`src/rtl/pcu_pkg.sv`:
```
package pcu_pkg;

  typedef enum logic [3:0] {
    OP_NOP   = 4'd0,
    OP_LJMP  = 4'd1,
    OP_AJMP  = 4'd2,
    OP_SJMP  = 4'd3,
    OP_JC    = 4'd4,
    OP_JNC   = 4'd5,
    OP_JB    = 4'd6,
    OP_JNB   = 4'd7,
    OP_JBC   = 4'd8,
    OP_LCALL = 4'd9,
    OP_ACALL = 4'd10,
    OP_RET   = 4'd11,
    OP_PUSH  = 4'd12,
    OP_POP   = 4'd13
  } pcu_op_e;

  typedef enum logic [2:0] {
    S_IDLE, S_CALL_HI, S_POP_WAIT, S_POP_TAKE, S_RET_LO, S_RET_WAIT, S_RET_TAKE
  } pcu_state_e;

  // Encoded length in bytes of each command, used to step past it
  function automatic logic [1:0] op_length(pcu_op_e op);
    case (op)
      OP_LJMP, OP_JB, OP_JNB, OP_JBC, OP_LCALL:          op_length = 2'd3;
      OP_AJMP, OP_SJMP, OP_JC, OP_JNC, OP_ACALL,
      OP_PUSH, OP_POP:                                  op_length = 2'd2;
      OP_RET:                                           op_length = 2'd1;
      default:                                          op_length = 2'd0;
    endcase
  endfunction

endpackage

```
`src/rtl/pc_target_calc.sv`:
```
module pc_target_calc
  import pcu_pkg::*;
#(
  parameter int PC_W   = 16,
  parameter int PAGE_W = 11,
  parameter int REL_W  = 8
) (
  input  logic [PC_W-1:0]  pc,
  input  pcu_op_e          op,
  input  logic [PC_W-1:0]  target,
  input  logic [REL_W-1:0] rel,
  output logic [PC_W-1:0]  seq_pc,
  output logic [PC_W-1:0]  jump_pc
);
  localparam int EXT_W = PC_W - REL_W;

  logic [PC_W-1:0] rel_ext;

  assign seq_pc  = pc + PC_W'(op_length(op));
  assign rel_ext = {{EXT_W{rel[REL_W-1]}}, rel};

  always_comb begin
    case (op)
      OP_LJMP, OP_LCALL: jump_pc = target;
      OP_AJMP, OP_ACALL: jump_pc = {seq_pc[PC_W-1:PAGE_W], target[PAGE_W-1:0]};
      default:           jump_pc = seq_pc + rel_ext;
    endcase
  end
endmodule

```
`src/rtl/branch_cond.sv`:
```
module branch_cond
  import pcu_pkg::*;
(
  input  pcu_op_e op,
  input  logic    carry,
  input  logic    sel_bit,
  output logic    take,
  output logic    clear_bit
);
  always_comb begin
    case (op)
      OP_LJMP, OP_AJMP, OP_SJMP: take = 1'b1;
      OP_JC:                     take = carry;
      OP_JNC:                    take = !carry;
      OP_JB, OP_JBC:             take = sel_bit;
      OP_JNB:                    take = !sel_bit;
      default:                   take = 1'b0;
    endcase
  end

  assign clear_bit = (op == OP_JBC) && sel_bit;
endmodule

```
`src/rtl/pc_stack_unit.sv`:
```
module pc_stack_unit
  import pcu_pkg::*;
#(
  parameter int DW       = 8,
  parameter int SP_W     = 8,
  parameter int PAGE_W   = 11,
  parameter int SP_RESET = 7
) (
  input  logic            clk,
  input  logic            rst,
  input  logic            cmd_valid,
  input  logic [3:0]      cmd_op,
  input  logic [2*DW-1:0] cmd_target,
  input  logic [DW-1:0]   cmd_rel,
  input  logic [DW-1:0]   cmd_data,
  input  logic            carry_in,
  input  logic            bit_in,
  output logic [2*DW-1:0] fetch_addr,
  output logic [SP_W-1:0] stack_ptr,
  output logic            busy,
  output logic            done,
  output logic            bit_clr,
  output logic [SP_W-1:0] stk_addr,
  output logic            stk_we,
  output logic            stk_re,
  output logic [DW-1:0]   stk_wdata,
  input  logic [DW-1:0]   stk_rdata,
  output logic [DW-1:0]   pop_data
);
  localparam int PC_W = 2 * DW;
  localparam logic [SP_W-1:0] SP_INIT = SP_W'(SP_RESET);

  pcu_state_e      state;
  pcu_op_e         op;
  logic [PC_W-1:0] pc, seq_pc, jump_pc, ret_pc, tgt_q;
  logic [DW-1:0]   ret_hi;
  logic            take, clear_bit;
  logic [SP_W-1:0] sp_inc, sp_dec;

  assign op     = pcu_op_e'(cmd_op);
  assign sp_inc = stack_ptr + 1'b1;
  assign sp_dec = stack_ptr - 1'b1;

  pc_target_calc #(.PC_W(PC_W), .PAGE_W(PAGE_W), .REL_W(DW)) u_target (
    .pc(pc), .op(op), .target(cmd_target), .rel(cmd_rel),
    .seq_pc(seq_pc), .jump_pc(jump_pc)
  );

  branch_cond u_cond (
    .op(op), .carry(carry_in), .sel_bit(bit_in), .take(take), .clear_bit(clear_bit)
  );

  always_ff @(posedge clk) begin
    if (rst) begin
      state     <= S_IDLE;
      pc        <= '0;
      stack_ptr <= SP_INIT;
      done      <= 1'b0;
      bit_clr   <= 1'b0;
      stk_we    <= 1'b0;
      stk_re    <= 1'b0;
      stk_addr  <= '0;
      stk_wdata <= '0;
      pop_data  <= '0;
      ret_hi    <= '0;
      ret_pc    <= '0;
      tgt_q     <= '0;
    end else begin
      done    <= 1'b0;
      bit_clr <= 1'b0;
      stk_we  <= 1'b0;
      stk_re  <= 1'b0;
      case (state)
        S_IDLE: if (cmd_valid) begin
          case (op)
            OP_LJMP, OP_AJMP, OP_SJMP, OP_JC, OP_JNC, OP_JB, OP_JNB, OP_JBC: begin
              pc      <= take ? jump_pc : seq_pc;
              bit_clr <= clear_bit;
              done    <= 1'b1;
            end
            OP_LCALL, OP_ACALL: begin
              stack_ptr <= sp_inc;
              stk_we    <= 1'b1;
              stk_addr  <= sp_inc;
              stk_wdata <= seq_pc[DW-1:0];
              ret_pc    <= seq_pc;
              tgt_q     <= jump_pc;
              state     <= S_CALL_HI;
            end
            OP_PUSH: begin
              stack_ptr <= sp_inc;
              stk_we    <= 1'b1;
              stk_addr  <= sp_inc;
              stk_wdata <= cmd_data;
              pc        <= seq_pc;
              done      <= 1'b1;
            end
            OP_POP: begin
              stk_re   <= 1'b1;
              stk_addr <= stack_ptr;
              pc       <= seq_pc;
              state    <= S_POP_WAIT;
            end
            OP_RET: begin
              stk_re   <= 1'b1;
              stk_addr <= stack_ptr;
              state    <= S_RET_LO;
            end
            default: done <= 1'b1;
          endcase
        end
        S_CALL_HI: begin
          stack_ptr <= sp_inc;
          stk_we    <= 1'b1;
          stk_addr  <= sp_inc;
          stk_wdata <= ret_pc[PC_W-1:DW];
          pc        <= tgt_q;
          done      <= 1'b1;
          state     <= S_IDLE;
        end
        S_POP_WAIT: begin
          stack_ptr <= sp_dec;
          state     <= S_POP_TAKE;
        end
        S_POP_TAKE: begin
          pop_data <= stk_rdata;
          done     <= 1'b1;
          state    <= S_IDLE;
        end
        S_RET_LO: begin
          stk_re    <= 1'b1;
          stk_addr  <= sp_dec;
          stack_ptr <= sp_dec;
          state     <= S_RET_WAIT;
        end
        S_RET_WAIT: begin
          ret_hi    <= stk_rdata;
          stack_ptr <= sp_dec;
          state     <= S_RET_TAKE;
        end
        S_RET_TAKE: begin
          pc    <= {ret_hi, stk_rdata};
          done  <= 1'b1;
          state <= S_IDLE;
        end
        default: state <= S_IDLE;
      endcase
    end
  end

  assign fetch_addr = pc;
  assign busy       = (state != S_IDLE);

  // Every write lands at the already-incremented stack pointer
  AST_WRITE_AT_SP: assert property (@(posedge clk) disable iff (rst)
    stk_we |-> (stk_addr == stack_ptr));

  // The high return byte follows the low one at the next address
  AST_CALL_HI_NEXT: assert property (@(posedge clk) disable iff (rst)
    (stk_we && busy) |=> (stk_we && stk_addr == $past(stk_addr) + 1'b1));

  // A stack pointer step is at most one per cycle, wrapping freely
  AST_SP_STEP: assert property (@(posedge clk) disable iff (rst)
    1'b1 |=> (stack_ptr == $past(stack_ptr) || stack_ptr == $past(stack_ptr) + 1'b1
              || stack_ptr + 1'b1 == $past(stack_ptr)));

  // Bit clear is only ever raised as part of a completion
  AST_CLR_WITH_DONE: assert property (@(posedge clk) disable iff (rst)
    bit_clr |-> (done && !busy));

  // Read and write strobes never overlap
  AST_STROBE_EXCL: assert property (@(posedge clk) disable iff (rst)
    !(stk_we && stk_re));

  // A busy unit leaves the program counter alone until it finishes
  AST_BUSY_HOLDS_PC: assert property (@(posedge clk) disable iff (rst)
    (busy && $past(busy) && !done) |-> $stable(fetch_addr));
endmodule

```
`config.mk`:
```
export PLATFORM = sky130hd
export DESIGN_NAME = pc_stack_unit
export DESIGN_NICKNAME = d
export VERILOG_FILES = /design/src/rtl/pcu_pkg.sv /design/src/rtl/pc_target_calc.sv /design/src/rtl/branch_cond.sv /design/src/rtl/pc_stack_unit.sv
export SDC_FILE = /design/constraint.sdc
export NUM_CORES = 1
export LEC_CHECK = 0
export BUFFER_PORTS_ARGS = -buffer_cell sky130_fd_sc_hd__buf_4
export CORE_MARGIN = 5
export CORE_UTILIZATION = 30
export DETAILED_ROUTE_END_ITERATION = 8
export SLEW_MARGIN = 0
export SYNTH_ARGS = -nofsm -noshare
export SYNTH_HDL_FRONTEND = slang
export SYNTH_HIERARCHICAL = 1
export SYNTH_SLANG_ARGS = --single-unit
```
`constraint.sdc`:
```
create_clock -name clk -period 10.15 [get_ports clk]
set_input_delay 1.5225 -clock clk [delete_from_list [all_inputs] [get_ports clk]]
set_output_delay 1.5225 -clock clk [all_outputs]
set_load 0.005 [all_outputs]
```
[Yosys cells after proc, flatten, opt, wreduce, memory -nomap -nowiden]
Memory sizes are Yosys's and may differ from the RTL's.
Index checks and enable logic that the tools add are counted.
Word-level totals
  memories: 1
  RAM bits: 0
  ROM bits: 32
  bits of input ports: 49
  register bits after elaboration: 95
  bits in latches: 0
  logic and storage cells: 101
  output and inout bits: 53
Memory list
  (name not given): words 16, bits a word 2, rd ports 1, clocked after memory_dff 0, wr ports 0, RTL line pcu_pkg.sv:26  | case (op)
Operators by class
  div/mod/pow operators: 0
  eq/ne operators: 25
  $add $sub $neg: 4
  magnitude comparators: 0
  bitwise gates (word level): 3
  shift operators: 0
  multiplexer cells: 27
  multiply operators: 0
  reductions and logical operators: 28
Operators by type and width (count)
  $pmux W16 S2: 2
  $pmux W16 S3: 1
  $pmux W8 S2: 3
  $pmux W8 S3: 2
  $mux W16: 2
  $mux W8: 4
  $eq A4 B4 Y1 const B: 6
  $add A16 B16 Y16: 1
  $add A16 B2 Y16: 1
  $eq A4 B3 Y1 const B: 4
  $reduce_and A3 Y1: 5
  $pmux W3 S4: 1
  $reduce_bool A3 Y1: 4
  $reduce_or A2 Y1: 6
  $reduce_or A3 Y1: 4
  $eq A3 B3 Y1 const B: 3
  $pmux W3 S3: 1
  $add A8 B1 Y8 const B: 1
  $eq A4 B2 Y1 const B: 2
  $reduce_or A4 Y1: 2
  $reduce_or A8 Y1: 1
  $sub A8 B1 Y8 const B: 1
  $eq A3 B2 Y1 const B: 2
  $mux W1: 6
  16 further kinds: 22

[Logic depth before layout (Yosys ltp)]
An unclocked memory read counts as a cell.
  depth after elaboration: 8
  mapped depth: 24
  depth with buffers taken out: 22

[Cells and area by module]
The synthesis kept the hierarchy.
Modules (own cells, without submodules)
  pc_stack_unit: instances 1, sequential area each 1741.7 µm², cells each 547, area each 4555.6 µm²
  pc_target_calc: instances 1, sequential area each 0.0 µm², cells each 231, area each 1596.5 µm²
  branch_cond: instances 1, sequential area each 0.0 µm², cells each 12, area each 65.1 µm²

[Worst setup path before layout]
Ideal clock, no wire load.
  kind: input to register
  start point: input cmd_op[1]
  end point: register pc[15] (netlist: fetch_addr[15])
  slack: 4.556 ns
  path buffers: 2
  required time: 10.015 ns
  cell stages on the path: 24
  data arrival time: 5.458 ns
  library setup time: 0.135 ns
  cell sequence: clkbuf_1 > inv_1 > o21ai_0 > o21a_1 > ha_1 > inv_1 > fa_1 > nor2b_1 > and3_1 > nand2_1 > nor2_1 > xor2_1 > ha_1 > buf_2 > a211oi_1 > a32o_1 > a221oi_1 > o21ai_1 > o21ba_2 > a22o_1 > a211o_1 > mux2i_1 > o21a_1 > a211oi_1
Between the ends
  cells in the longest elaborated chain, start to end: 8
  elaborated cells on any way between the ends: 29
  those cells by class: add/sub: 2; eq/ne: 13; mux: 6; reduce/logical: 7; memory: 1
RTL lines
  from (decl): RTL line pc_stack_unit.sv:12  | input logic [3:0] cmd_op,
  $mem_v2 Z16 W2
  $add A16 B2 Y16: RTL line pc_target_calc.sv:19  | assign seq_pc = pc + PC_W'(op_length(op));
  via seq_pc[14]: RTL line pc_stack_unit.sv:35  | logic [PC_W-1:0] pc, seq_pc, jump_pc, ret_pc, tgt_q;
  $add A16 B16 Y16: RTL line pc_target_calc.sv:26  | default: jump_pc = seq_pc + rel_ext;
  $pmux W16 S2: RTL line pc_target_calc.sv:23  | case (op)
  via jump_pc[15]: RTL line pc_stack_unit.sv:35
  $mux W16: RTL line pc_stack_unit.sv:77  | pc <= take ? jump_pc : seq_pc;
  $pmux W16 S2: RTL line pc_stack_unit.sv:75  | case (op)
  $mux W16: RTL line pc_stack_unit.sv:74  | S_IDLE: if (cmd_valid) begin
  $pmux W16 S3: RTL line pc_stack_unit.sv:73  | case (state)
  to (signal assigned): RTL line pc_stack_unit.sv:77
  to (signal assigned): RTL line pc_stack_unit.sv:95  | pc <= seq_pc;
  to (signal assigned): RTL line pc_stack_unit.sv:101  | pc <= seq_pc;
  to (decl): RTL line pc_stack_unit.sv:35
The timed path passes the listed nets, and every way through them passes these cells. The select of a mux whose other input is x is not followed.
A chain may end at the register's enable or synchronous reset.

[Worst setup path in the final report]
Ends and elaborated chain as after synthesis.

==> impl_metrics.env <==
export IMPL_hold_class="reg -> reg"
export IMPL_worstMarginPinSlew_ns=1.13
export IMPL_path_cells="buf_4 -> inv_1 -> o21ai_0 -> o21a_1 -> ha_1 -> inv_1 -> fa_1 -> nor2b_1 -> and3_1 -> nand2_1 -> xnor2_1 -> ha_1 -> a21oi_1 -> o31ai_1 -> a221oi_1 -> o21ai_1 -> o21ba_2 -> a21oi_1 -> a211o_1 -> mux2i_1 -> o21a_1 -> a211oi_1"
export IMPL_cts_sinks=87
export IMPL_wl_per_cell_um=18.2
export IMPL_clockRootBuffer="clkbuf_16"
export IMPL_tritoncts="built"
export IMPL_synth_edf_count=0
export IMPL_startpoint_type="input pin"
export IMPL_nNetsFinal=919
export IMPL_synth_top_family_by_area="compound AO/OA/AOI/OAI gates"
export IMPL_postCtsSetupBuffers=0
export IMPL_dieArea_sq_um=23700
export IMPL_std_cell_rows=52
export IMPL_yosys_area_share_simple=0.213
export IMPL_hold_viol=0
export IMPL_drtIter0Drc=643
export IMPL_end_kind="flip-flop"
export IMPL_synth_area_per_cell_sq_um=7.87
export IMPL_synth_compound_area_share=0.269
export IMPL_max_freq_mhz=165
export IMPL_setup_viol=0
export IMPL_yosys_most_used_dff="dfxtp_1"
export IMPL_grt_overflow_total=0
export IMPL_vias_per_cell=5.39
export IMPL_grt_first_pass_wirelength_um=32100
export IMPL_die_w_um=154
export IMPL_relSlewSlack=0.244
export IMPL_yosys_mux_area_fraction=0.0797
export IMPL_ys_seq_area_frac=0.280
export IMPL_cp_max_fo=30
export IMPL_ys_types=81
export IMPL_power_density_nw_per_um2=150
export IMPL_clk_path_buf_depth=2
export IMPL_grt_max_degree=91
export IMPL_yosys_register_bits=87
export IMPL_finish_utilization=0.362
export IMPL_grt_busiest_layer="met2"
export IMPL_core_sq_um=20300
export IMPL_finalWirelength_um=20400
export IMPL_crit_family="compound AO/OA/AOI/OAI gates"
export IMPL_leakage_nw=2.88
export IMPL_synthMostInstantiatedCell="nand2_1"
export IMPL_rsz0062_at_grt="no"
export IMPL_outcome="complete, no violations"
export IMPL_stdcell_area_sq_um=7340
export IMPL_finClkSkew_ns=0.00923
export IMPL_grt_usage=0.166
export IMPL_h_tree_depth=3
export IMPL_path_class="in -> reg"
export IMPL_vias=6055
export IMPL_num_antenna_cells=0
export IMPL_layout_drive_gt1_share=0.175
export IMPL_drc=0
export IMPL_dp_cells=1107
export IMPL_stdcell_count=1123
export IMPL_ant_nets=0
export IMPL_cp_required_ns=10.35
export IMPL_clk_latency_ns=0.36
export IMPL_antenna_found_initial=0
export IMPL_period_share=0.598
export IMPL_setup_tns_final_ns=0
export IMPL_layout_min_cycle_time_ns=6.07
export IMPL_postCtsHoldBufs=0
export IMPL_grt_use_met3=0.0273
export IMPL_routabilityCongestion=0.934
export IMPL_critPathBufInv=3
export IMPL_use_met2=0.251
export IMPL_grt_pass1_vias=5685
export IMPL_yosysTopAreaCell="dfxtp_1"
export IMPL_arrival_ns=6.26
export IMPL_start_util=0.306
export IMPL_synthAdderAreaFrac=0.0483
export IMPL_synth_cells=790
export IMPL_synth_nets=861
export IMPL_dpl_hpwl_um=15100
export IMPL_synth_xor_xnor_area_share=0.0505
export IMPL_area_growth_pct=18.1
export IMPL_max_stage_delay_ns=0.52
export IMPL_pin_count=102
export IMPL_synth_area_top_cells="dfxtp_1, mux2i_1, nand2_1, a21oi_1, ha_1"
export IMPL_synth_area_sq_um=6220
export IMPL_async_reset_ff_frac=0
export IMPL_dpl_cell_area_sq_um=7060
export IMPL_post_cts_resized=0
export IMPL_clk_pin_slew_ns=0.07
export IMPL_use_met1=0.241
export IMPL_cts_buffers=9
export IMPL_drv_cap=0
export IMPL_synth_warnings=6
export IMPL_maxSlewViolCount=0
export IMPL_port_buffers=101
export IMPL_synth_top_area_frac=0.280
export IMPL_worst_path_max_delay_cell="xnor2_1"
export IMPL_ir_drop_mv=0.0853
export IMPL_die_height_um=154
export IMPL_first_pass_iters=5
export IMPL_synth_common_cells="nand2_1, dfxtp_1, a21oi_1"
==> per-stage QoR <==
step | hold WS (ns) | worst slack, ns | power [mW]
floorplan | 0.436 | 4.56 | 0.644
global placement | 0.442 | 3.82 | 0.767
detailed placement | 0.448 | 3.84 | 0.766
CTS | 0.458 | 4.21 | 1.10
global route | 0.477 | 3.80 | 1.16
finish | 0.457 | 4.08 | 1.10
==> flip-flops by register name, indices dropped and copies added, names as in the netlist <==
name	cells
state	3
done	1
stk_addr	8
stk_re	1
stk_we	1
pop_data	8
ret_pc	8
ret_hi	8
stack_ptr	8
fetch_addr	16
stk_wdata	8
tgt_q	16
bit_clr	1
==> where the power goes <==
part	internal (mW)	leakage (nW)	total, mW	switching (mW)
Clock	0.170	0.135	0.332	0.162
Combinational	0.156	2.04	0.377	0.220
Sequential	0.361	0.707	0.389	0.0280
Total	0.688	2.88	1.10	0.410
==> layout make-up <==
type                       count  area (sq um)
fill                        2185         13000
multi-input combinational    627          4130
sequential                    87          1740
timing repair buffer         104           781
tap                          270           338
clock buffer                  10           229
inverter                      19          71.3
clock inverter                 6          53.8
==> layout by cell type, fill, tap and decap left out, types with 19 or more instances in the layout <==
cell type	count
buf_4	104
xnor2_1	20
nand3_1	19
ha_1	20
o21ai_0	40
dfxtp_1	87
a21oi_1	73
o21a_1	20
nor2_1	55
mux2i_1	45
nand2_1	113
a211oi_1	23
==> cell families after synthesis <==
| group | after synthesis |
|---|---|
| buffers and inverters | 76 |
| adder cells (fa/ha/maj) | 23 |
| XOR/XNOR | 35 |
| AO/OA/AOI/OAI | 251 |
| AND/OR/NAND/NOR | 269 |
| flip-flops | 87 |
| multiplexers | 49 |
==> worst paths after layout <==
path | slack, ns | end | startpoint | cells past startpoint
max | 4.08 | fetch_addr[15]$_SDFFE_PP0P_ | cmd_op[1] | 22
min | 0.46 | ret_pc[10]$_SDFFE_PP0P_ | ret_pc[10]$_SDFFE_PP0P_ | 2
max reg2reg | 5.56 | fetch_addr[15]$_SDFFE_PP0P_ | fetch_addr[0]$_SDFFE_PP0P_ | 18
min reg2reg | 0.46 | ret_pc[10]$_SDFFE_PP0P_ | ret_pc[10]$_SDFFE_PP0P_ | 2
==> tightest hold or removal path, delay by kind of cell (launching register included) <==
kind,cells,cell delay [ns]
DFF,1,0.31
AOI/OAI and AO/OA,1,0.05
and+or+nand+nor,1,0.05
==> per-layer routing <==
| metal | vias up | share of wire | routed length [um] |
|---|---|---|---|
| met3 | 22 | 0.053 | 1080 |
| met1 | 2845 | 0.49 | 10000 |
| met2 | 203 | 0.44 | 8940 |
| met5 | - | 0 | 0 |
| li1 | 2985 | - | - |
| met4 | 0 | 0.018 | 372 |
No activity file was read; power rests on OpenSTA's default activity.
